===== src/rtl/pbm_pkg.sv =====
package pbm_pkg;

   // Operation codes carried in bits 7:5 of the command word
   localparam logic [2:0] OPC_ALLOC   = 3'b001;
   localparam logic [2:0] OPC_RESET   = 3'b010;
   localparam logic [2:0] OPC_RX_FREE = 3'b100;
   localparam logic [2:0] OPC_FREE    = 3'b101;
   localparam logic [2:0] OPC_TX_PUSH = 3'b110;

   localparam int OPC_LSB = 5;

   // Width of a buffer index for a pool of n buffers (never below one bit)
   function automatic int idx_width(input int n);
      return (n > 1) ? $clog2(n) : 1;
   endfunction

endpackage


===== src/rtl/pbm_free_pool.sv =====
module pbm_free_pool
   import pbm_pkg::*;
#(
   parameter int NUM_BUFS = 4,
   localparam int IW = idx_width(NUM_BUFS),
   localparam int CW = $clog2(NUM_BUFS + 1)
) (
   input  logic                clk,
   input  logic                rst_n,
   input  logic                clear_all,
   input  logic                grant_en,
   input  logic                rel_en,
   input  logic [IW-1:0]       rel_idx,
   output logic                any_free,
   output logic [IW-1:0]       grant_idx,
   output logic [CW-1:0]       free_cnt
);

   logic [NUM_BUFS-1:0] free_map;
   logic [NUM_BUFS-1:0] free_map_nxt;
   logic                rel_ok;

   // Lowest-numbered free buffer: scan downward so the smallest index wins
   always_comb begin
      grant_idx = '0;
      for (int i = NUM_BUFS - 1; i >= 0; i--) begin
         if (free_map[i]) grant_idx = IW'(i);
      end
   end

   assign any_free = |free_map;

   always_comb begin
      free_cnt = '0;
      for (int i = 0; i < NUM_BUFS; i++) begin
         free_cnt = free_cnt + CW'(free_map[i]);
      end
   end

   assign rel_ok = rel_en && (int'(rel_idx) < NUM_BUFS);

   always_comb begin
      free_map_nxt = free_map;
      if (clear_all) begin
         free_map_nxt = '1;
      end else begin
         if (rel_ok)   free_map_nxt[rel_idx]   = 1'b1;
         if (grant_en) free_map_nxt[grant_idx] = 1'b0;
      end
   end

   always_ff @(posedge clk or negedge rst_n) begin
      if (!rst_n) free_map <= '1;
      else        free_map <= free_map_nxt;
   end

   AST_GRANT_TAKEN: assert property (@(posedge clk) disable iff (!rst_n)
      (grant_en && !clear_all) |=> !free_map[$past(grant_idx)]);

   AST_RELEASE_FREE: assert property (@(posedge clk) disable iff (!rst_n)
      (rel_ok && !clear_all && !(grant_en && grant_idx == rel_idx))
      |=> free_map[$past(rel_idx)]);

   AST_CLEAR_ALL: assert property (@(posedge clk) disable iff (!rst_n)
      clear_all |=> (free_cnt == CW'(NUM_BUFS)));

endmodule


===== src/rtl/pbm_num_fifo.sv =====
module pbm_num_fifo #(
   parameter int DEPTH = 4,
   parameter int W     = 2,
   localparam int PW = (DEPTH > 1) ? $clog2(DEPTH) : 1,
   localparam int CW = $clog2(DEPTH + 1),
   localparam bit POW2 = (DEPTH == (1 << PW))
) (
   input  logic          clk,
   input  logic          rst_n,
   input  logic          flush,
   input  logic          push,
   input  logic [W-1:0]  push_data,
   input  logic          pop,
   output logic [W-1:0]  head,
   output logic          empty,
   output logic          full
);

   logic [W-1:0]  mem [DEPTH];
   logic [PW-1:0] rd_ptr;
   logic [PW-1:0] wr_ptr;
   logic [CW-1:0] count;
   logic          do_push;
   logic          do_pop;
   logic [PW-1:0] rd_ptr_inc;
   logic [PW-1:0] wr_ptr_inc;

   assign empty   = (count == '0);
   assign full    = (count == CW'(DEPTH));
   assign do_pop  = pop && !empty;
   assign do_push = push && (!full || do_pop);
   assign head    = mem[rd_ptr];

   // Pointer advance: free wrap for a power-of-two depth, explicit compare otherwise
   generate
      if (POW2) begin : g_wrap_free
         assign rd_ptr_inc = rd_ptr + 1'b1;
         assign wr_ptr_inc = wr_ptr + 1'b1;
      end else begin : g_wrap_cmp
         assign rd_ptr_inc = (rd_ptr == PW'(DEPTH - 1)) ? '0 : rd_ptr + 1'b1;
         assign wr_ptr_inc = (wr_ptr == PW'(DEPTH - 1)) ? '0 : wr_ptr + 1'b1;
      end
   endgenerate

   always_ff @(posedge clk or negedge rst_n) begin
      if (!rst_n) begin
         rd_ptr <= '0;
         wr_ptr <= '0;
         count  <= '0;
      end else if (flush) begin
         rd_ptr <= '0;
         wr_ptr <= '0;
         count  <= '0;
      end else begin
         if (do_pop)  rd_ptr <= rd_ptr_inc;
         if (do_push) wr_ptr <= wr_ptr_inc;
         if (do_push && !do_pop)      count <= count + 1'b1;
         else if (do_pop && !do_push) count <= count - 1'b1;
      end
   end

   always_ff @(posedge clk or negedge rst_n) begin
      if (!rst_n) begin
         for (int i = 0; i < DEPTH; i++) mem[i] <= '0;
      end else if (do_push) begin
         mem[wr_ptr] <= push_data;
      end
   end

   AST_NO_OVERFLOW: assert property (@(posedge clk) disable iff (!rst_n)
      (push && full && !pop && !flush) |=> (count == CW'(DEPTH)));

   AST_NO_UNDERFLOW: assert property (@(posedge clk) disable iff (!rst_n)
      (pop && empty && !push && !flush) |=> empty);

   AST_FLUSH_EMPTY: assert property (@(posedge clk) disable iff (!rst_n)
      flush |=> empty);

endmodule


===== src/rtl/pbm_mgr.sv =====
module pbm_mgr
   import pbm_pkg::*;
#(
   parameter int NUM_BUFS   = 4,
   parameter int FIFO_DEPTH = NUM_BUFS
) (
   input  logic        clk,
   input  logic        rst_n,
   input  logic        cmd_we,
   input  logic [15:0] cmd_word,
   input  logic        pnum_we,
   input  logic [7:0]  pnum_wdata,
   input  logic        int_ack,
   input  logic        rx_done_we,
   input  logic [7:0]  rx_done_num,
   input  logic        tx_taken,
   output logic [7:0]  alloc_result,
   output logic        alloc_int,
   output logic [15:0] mem_info,
   output logic [15:0] fifo_status
);

   localparam int IW = idx_width(NUM_BUFS);
   localparam int CW = $clog2(NUM_BUFS + 1);

   generate
      if (NUM_BUFS < 2 || NUM_BUFS > 127) begin : g_bad_pool
         $error("pbm_mgr: NUM_BUFS must lie in 2..127");
      end
      if (FIFO_DEPTH < 1 || FIFO_DEPTH > 128) begin : g_bad_depth
         $error("pbm_mgr: FIFO_DEPTH must lie in 1..128");
      end
   endgenerate

   logic [2:0]    opc;
   logic          is_alloc, is_reset, is_rx_free, is_free, is_tx_push;
   logic [IW-1:0] pnum_q;
   logic          pend_q;
   logic          want, grant;
   logic          any_free;
   logic [IW-1:0] grant_idx;
   logic [CW-1:0] free_cnt;
   logic          rel_en;
   logic [IW-1:0] rel_idx;
   logic [IW-1:0] rx_head, tx_head;
   logic          rx_empty, rx_full, tx_empty, tx_full;
   logic          unused_bits;

   assign unused_bits = ^{cmd_word[15:8], cmd_word[4:0], pnum_wdata, rx_done_num,
                          rx_full, tx_full};

   // Command decode
   assign opc        = cmd_word[OPC_LSB +: 3];
   assign is_alloc   = cmd_we && (opc == OPC_ALLOC);
   assign is_reset   = cmd_we && (opc == OPC_RESET);
   assign is_rx_free = cmd_we && (opc == OPC_RX_FREE);
   assign is_free    = cmd_we && (opc == OPC_FREE);
   assign is_tx_push = cmd_we && (opc == OPC_TX_PUSH);

   always_ff @(posedge clk or negedge rst_n) begin
      if (!rst_n)       pnum_q <= '0;
      else if (pnum_we) pnum_q <= pnum_wdata[IW-1:0];
   end

   // Allocation: a fresh request or a held one is granted when any buffer is free
   assign want  = is_alloc || pend_q;
   assign grant = want && any_free && !is_reset;

   assign rel_en  = is_free || (is_rx_free && !rx_empty);
   assign rel_idx = is_free ? pnum_q : rx_head;

   always_ff @(posedge clk or negedge rst_n) begin
      if (!rst_n) begin
         pend_q       <= 1'b0;
         alloc_result <= 8'h00;
         alloc_int    <= 1'b0;
      end else if (is_reset) begin
         pend_q       <= 1'b0;
         alloc_result <= 8'h00;
         alloc_int    <= 1'b0;
      end else begin
         if (grant) begin
            pend_q       <= 1'b0;
            alloc_result <= {1'b0, 7'(grant_idx)};
            alloc_int    <= 1'b1;
         end else begin
            if (is_alloc) begin
               pend_q          <= 1'b1;
               alloc_result[7] <= 1'b1;
            end
            if (int_ack) alloc_int <= 1'b0;
         end
      end
   end

   pbm_free_pool #(
      .NUM_BUFS (NUM_BUFS)
   ) u_pool (
      .clk       (clk),
      .rst_n     (rst_n),
      .clear_all (is_reset),
      .grant_en  (grant),
      .rel_en    (rel_en),
      .rel_idx   (rel_idx),
      .any_free  (any_free),
      .grant_idx (grant_idx),
      .free_cnt  (free_cnt)
   );

   pbm_num_fifo #(
      .DEPTH (FIFO_DEPTH),
      .W     (IW)
   ) u_rx_q (
      .clk       (clk),
      .rst_n     (rst_n),
      .flush     (is_reset),
      .push      (rx_done_we),
      .push_data (rx_done_num[IW-1:0]),
      .pop       (is_rx_free),
      .head      (rx_head),
      .empty     (rx_empty),
      .full      (rx_full)
   );

   pbm_num_fifo #(
      .DEPTH (FIFO_DEPTH),
      .W     (IW)
   ) u_tx_q (
      .clk       (clk),
      .rst_n     (rst_n),
      .flush     (is_reset),
      .push      (is_tx_push),
      .push_data (pnum_q),
      .pop       (tx_taken),
      .head      (tx_head),
      .empty     (tx_empty),
      .full      (tx_full)
   );

   assign mem_info    = {8'(free_cnt), 8'(NUM_BUFS)};
   assign fifo_status = {rx_empty, rx_empty ? 7'd0 : 7'(rx_head),
                         tx_empty, tx_empty ? alloc_result[6:0] : 7'(tx_head)};

   AST_ALLOC_DONE: assert property (@(posedge clk) disable iff (!rst_n)
      (is_alloc && any_free) |=> (alloc_int && !alloc_result[7]));

   AST_ALLOC_FAIL: assert property (@(posedge clk) disable iff (!rst_n)
      (is_alloc && !any_free) |=> (alloc_result[7] && pend_q));

   AST_RESET_CMD: assert property (@(posedge clk) disable iff (!rst_n)
      is_reset |=> (!alloc_int && !pend_q && alloc_result == 8'h00));

   AST_ACK_CLEARS: assert property (@(posedge clk) disable iff (!rst_n)
      (int_ack && !grant) |=> !alloc_int);

endmodule


===== config.mk =====
export PLATFORM = sky130hd
export DESIGN_NAME = pbm_mgr
export DESIGN_NICKNAME = d
export VERILOG_FILES = /design/src/rtl/pbm_pkg.sv /design/src/rtl/pbm_free_pool.sv /design/src/rtl/pbm_num_fifo.sv /design/src/rtl/pbm_mgr.sv
export SDC_FILE = /design/constraint.sdc
export NUM_CORES = 1
export LEC_CHECK = 0
export ABC_AREA = 1
export BUFFER_PORTS_ARGS = -buffer_cell sky130_fd_sc_hd__buf_2
export CAP_MARGIN = 20
export CORE_UTILIZATION = 30
export CTS_CLUSTER_DIAMETER = 120
export DETAILED_ROUTE_END_ITERATION = 8
export REMOVE_ABC_BUFFERS = 1
export SYNTH_ARGS = -nofsm -noshare
export SYNTH_HDL_FRONTEND = slang
export SYNTH_SLANG_ARGS = --single-unit

===== constraint.sdc =====
create_clock -name clk -period 2.2 [get_ports clk]
set_input_delay 0.11 -clock clk [delete_from_list [all_inputs] [get_ports clk]]
set_output_delay 0.11 -clock clk [all_outputs]
set_load 0.02 [all_outputs]

* Word-level counts from Yosys, hierarchy flattened
Index checks and enable logic that the tools add are counted.
** Cells by class
- Multiplexer cells :: 49
- Bitwise gates (word level) :: 7
- Reduce and logical (&&, ||, !) cells :: 44
- Eq/ne operators :: 7
- Add/subtract/negate cells :: 11
- Order comparisons :: 10
** Operator list (number)
- two-way mux 2 bit :: 20
- logical AND 1 bit :: 19
- two-way mux 3 bit :: 6
- bitwise mux 8 bit :: 2
- two-way mux 4 bit :: 4
- equality test 3 bit, second input constant :: 5
- two-way mux 7 bit :: 2
- greater-or-equal comparator 3 bit, second input constant :: 4
- NOT 2 -> 3 bit :: 4
- nonzero test 3 bit :: 4
- nonzero test 2 bit :: 5
- zero test 1 bit :: 9
- adder 2 x 1 -> 2 bit, second input constant :: 4
- binary-select mux 2 bit (select 2 bit) :: 2
- demux 2 bit (select 2 bit) :: 2
- two-way mux 1 bit :: 8
- two-way mux 8 bit :: 1
- adder 3 x 1 -> 3 bit :: 2
- adder 3 x 1 -> 3 bit, second input constant :: 2
- zero test 3 bit :: 2
- less-than comparator 2 x 3 -> 1 bit, second input constant :: 2
- less-than comparator 3 x 1 -> 1 bit, second input constant :: 2
- subtractor 3 x 1 -> 3 bit, second input constant :: 2
- AND 4 bit :: 1
- other kinds (9) :: 14
** Storage, ports and cells
- Output and inout port bits :: 41
- Word-level logic and storage cells :: 148
- Register bits :: 46
- Input bits :: 39

* Longest topological paths before layout
- Word-level depth :: 15
- Mapped depth :: 11
- Mapped depth without buffers :: 11

* Hierarchy
From an unflattened synthesis, not the netlist that was laid out.
** Second synthesis, totals
- Cells, all modules :: 336
- Area, all modules :: 2657.5 sq um
** Modules (own cells, without submodules)
- pbm_num_fifo :: instances 2, sequential area each 375.4 sq um, cells each 103, area each 840.8 sq um
- pbm_mgr :: instances 1, sequential area each 150.1 sq um, cells each 84, area each 640.6 sq um
- pbm_free_pool :: instances 1, sequential area each 105.1 sq um, cells each 46, area each 335.3 sq um

* Worst setup path before layout
Ideal clock, no wire load.
- Kind :: register to output
- Start :: register u_pool.free_map[0]
- End :: output mem_info[9]
- Path slack :: 479 ps
- Arrival time :: 1611 ps
- Cell stages (with the launch flop) :: 5
- Buffers on the path :: 0
- Data required time :: 2090 ps
- Cell sequence :: dfstp_2 inv_1 ha_1 fa_1 ha_1
** Between the ends
- Cells in the longest elaborated chain, start to end :: 3
** RTL lines
- from (decl) :: RTL line pbm_free_pool.sv:19 : logic [NUM_BUFS-1:0] free_map;
- from (signal assigned) :: RTL line pbm_free_pool.sv:54 : else free_map <= free_map_nxt;
- adder 1 x 1 -> 2 bit :: RTL line pbm_free_pool.sv:36 : free_cnt = free_cnt + CW'(free_map[i]);
- adder 3 x 1 -> 3 bit (2 in series) :: RTL line pbm_free_pool.sv:36
- to (decl) :: RTL line pbm_mgr.sv:19 : output logic [15:0] mem_info,
No other way between the ends.

* Final worst setup path
Same ends and word-level chain as after synthesis.

==> run_results.csv <==
group,metric,value,unit
setup_path,cpPeakStageDelay,0.57,ns
setup_path,cp_top_family,"adder cells",
logic_synthesis,synth.distinct_cells,29,
global_routing,grt-ovfl-total,0,
power,p_comb_frac,0.475,
power,clkPwrFrac,0.162,
floorplan,die_area,0.008796,mm²
global_routing,grt-busiest-layer,"met2",
power,seq_power_share,0.363,
drt,ant_nets,0,
logic_synthesis,synth.largest_area_cell,"dfrtp_1",
logic_synthesis,synth-seq-cells,40,
logic_synthesis,yosysWarningCount,0,
power,power_leakage,1.507,nW
power,power.internal,2.038,mW
clock_network,clock_latency,0.29,ns
final_layout,fill_cells,893,
drt,vias,2020,
sta,fmax,475.9,MHz
sta,setup_viol,0,
setup_path,critPathCaptureType,"primary output",
sta,finalSetupTns,0,ns
clock_network,cts_buffer_depth,2,
final_layout,antennaDiodeCount,0,
sta,slew_headroom,0.4068,
setup_path,crit_chain,"inv_1, ha_1, fa_1, ha_1, buf_2",
sta,finClkSkew,0.008059,ns
clock_network,tritoncts,"yes",
setup_path,critPathBufInv,2,
clock_network,cts_buffers,5,
min_path,hold_path_class,"primary input to flop",
clock_network,path_clk_slew,0.07,ns
clock_network,cts_root_buf,"clkbuf_8",
global_routing,grt_use_met2,0.2105,
setup_path,worstSetupPathType,"flop to primary output",
setup_path,cpMaxStageDelayCell,"dfstp_2",
power,p_sw_frac,0.4389,
placement,gp_congestion,0.8712,
logic_synthesis,synth_area_leaders,"dfrtp_1 (36%), nand2_1 (13%), buf_4 (9.2%)",
global_routing,grt_max_degree,41,
power,irDropWorstVdd,0.5807,mV
floorplan,fp.dieH,93.79,µm
sta,hold_viol,0,
clock_network,cts_resized,0,
final_layout,register_area,0.001006,mm²
final_layout,fin_area,0.002774,mm²
drt,vias_per_cell,4.344,
logic_synthesis,syn_area,0.002527,mm²
run_status,outcome,"finished clean",
placement,post-dp-hpwl,3818,µm
logic_synthesis,synth_top_cell_area_share,0.3564,
power,finalPower,3.633,mW
global_routing,grt.met1_usage,0.1511,
clock_network,cts_max_level,2,
floorplan,coreArea,0.008175,mm²
final_layout,drive_above_1_share,0.1444,
setup_path,crit_required,2.09,ns
setup_path,cp-start-kind,"flop",
drt,dr.pass1.iters,4,
sta,drv_slew,0,
final_layout,nNetsFinal,412,
floorplan,ios,80,
setup_path,path_common_cell,"ha_1",
global_routing,antenna_found_initial,0,
placement,dpl-instance-area,0.002649,mm²
logic_synthesis,synth_cells,330,
setup_path,worstPathMaxFanout,4,
global_routing,grt_pass1_vias,1960,
final_layout,area_growth,9.752,%
global_routing,grt_util_met3,0.02751,
drt,drt_iter0_markers,68,
global_routing,grt_use_total,0.1204,
placement,io_buffers,26,
sta,worstMarginPinSlew,0.8898,ns
clock_network,clock-sinks,40,
power,power_density,1310,mW/mm²
drt,detail_route.wirelength,4825,µm
floorplan,die_x,93.79,µm
final_layout,multi_input_area,0.001186,mm²
sta,rsz0062_at_grt,"no",
global_routing,grt_pass1_wl,8424,µm
setup_path,crit_arrival,1.99,ns
setup_path,r2r_slack,0.46,ns
floorplan,start_util,0.3092,
floorplan,rows,33,
sta,fin_crit_sh,0.9551,
job,max-cap-violations,0,
drt,wire_per_inst,10.38,µm
sta,fin_crit,2.101,ns
logic_synthesis,ys_seq_area_frac,0.3980,
drt,drc,0,
logic_synthesis,syn_avg_cell_area,7.659,µm²
power,power_switching,1.594,mW
-- worst paths after layout --
kind,startpoint,endpoint,cells past startpoint
max,u_pool.free_map[0],mem_info[9],5
min,int_ack,alloc_int,2
max reg2reg,u_rx_q.count[2],u_rx_q.count[2],10
min reg2reg,u_tx_q.mem[6],u_tx_q.mem[6],1
max in group asynchronous,rst_n,u_tx_q.rd_ptr[0],2
min in group asynchronous,rst_n,u_rx_q.wr_ptr[1],2
-- stage by stage --
step | hold WS (ns) | utilization | instances | setup slack (ns)
after floorplan | -0.1856 | - | 324 | 0.4792
after global placement | 0.2910 | 0.3240 | 455 | 0.3889
after detailed placement | 0.2964 | 0.3240 | 455 | 0.3878
after CTS | 0.01011 | 0.3384 | 464 | 0.06168
after global routing | 0.02049 | 0.3393 | 465 | 0.01037
final | 0.01711 | 0.3393 | 465 | 0.09869
-- layer usage --
metal | up-vias | share of wire
li1 | 1027 | -
met1 | 944 | 0.47
met2 | 44 | 0.48
met3 | 5 | 0.046
met4 | 0 | 0.0073
met5 | - | 0
-- registers in the layout, indices dropped and copies added, names as in the netlist, 3 cells and up --
| register | flops |
|---|---|
| u_pool.free_map | 4 |
| u_rx_q.count | 3 |
| u_tx_q.count | 3 |
| alloc_result | 3 |
| u_rx_q.mem | 8 |
| u_tx_q.mem | 8 |
-- placed cells by master, fill, tap and decap left out, drive strengths merged --
cell type / Yosys / routed
nand2: 90 / 90
inv: 52 / 52
dfrtp: 36 / 36
o21ai: 31 / 31
conb: 2 / 28
buf: 32 / 27
nor2: 23 / 23
nand3: 18 / 18
a21oi: 12 / 12
ha: 11 / 11
clkbuf: 0 / 6
o21a: 4 / 4
dfstp: 4 / 4
nand4: 3 / 3
fa: 3 / 3
a31oi: 2 / 2
o21bai: 2 / 2
nor3: 1 / 1
o22ai: 1 / 1
o31ai: 1 / 1
xnor2: 1 / 1
xor2: 1 / 1
bufinv: 0 / 1
clkinv: 0 / 1
dlygate4sd3: 0 / 1
-- cell type report --
class | count | share of cell area
Sequential cell | 40 | 0.3627
Multi-Input combinational cell | 232 | 0.4276
Tap cell | 105 | 0.04736
Inverter | 52 | 0.07037
Clock buffer | 6 | 0.02616
Clock inverter | 2 | 0.01263
Timing Repair Buffer | 28 | 0.05323
-- power groups by stage --
stage          sequential [mW]  clock [mW]  combinational, mW
2_1_floorplan             1.30           0               1.30
3_3_place_gp              1.33           0               1.68
3_5_place_dp              1.34           0               1.72
4_1_cts                   1.32       0.613               1.73
5_1_grt                   1.37       0.642               2.02
6_report                  1.32       0.590               1.72
-- synth_stat cells --
cell       n
a21oi_1   12
a31oi_1    2
buf_2      1
buf_4     31
conb_1     2
dfrtp_1   36
dfstp_2    4
fa_1       3
ha_1      11
inv_1     50
inv_2      2
nand2_1   87
nand2_2    3
nand3_1   16
nand3_2    2
nand4_1    3
nor2_1    17
nor2_2     5
nor2_4     1
nor3_1     1
o21a_1     4
o21ai_0   30
o21ai_1    1
o21bai_1   1
o21bai_2   1
o22ai_1    1
o31ai_1    1
xnor2_1    1
xor2_1     1
-- logic make-up (layout without fill, tap and decap cells) --
logic type                 after synthesis  in the layout  synth area share
other                                    2             28          0.002971
AOI/OAI and AO/OA                       53             53            0.1149
and+or+nand+nor                        135            135            0.2277
DFF                                     40             40            0.3980
adders and majority gates               14             14           0.07822
buffers and inverters                   84             88            0.1713
xor gates and xnor gates                 2              2          0.006932
-- repair_timing --
action / CTS / global route
setup buffers: 0 / 1
endpoints found under the setup margin: 0 / 1
endpoints found under the hold margin: 36 / 0
hold buffers: 1 / 0
Note: power is estimated with default switching activity, not from simulation.
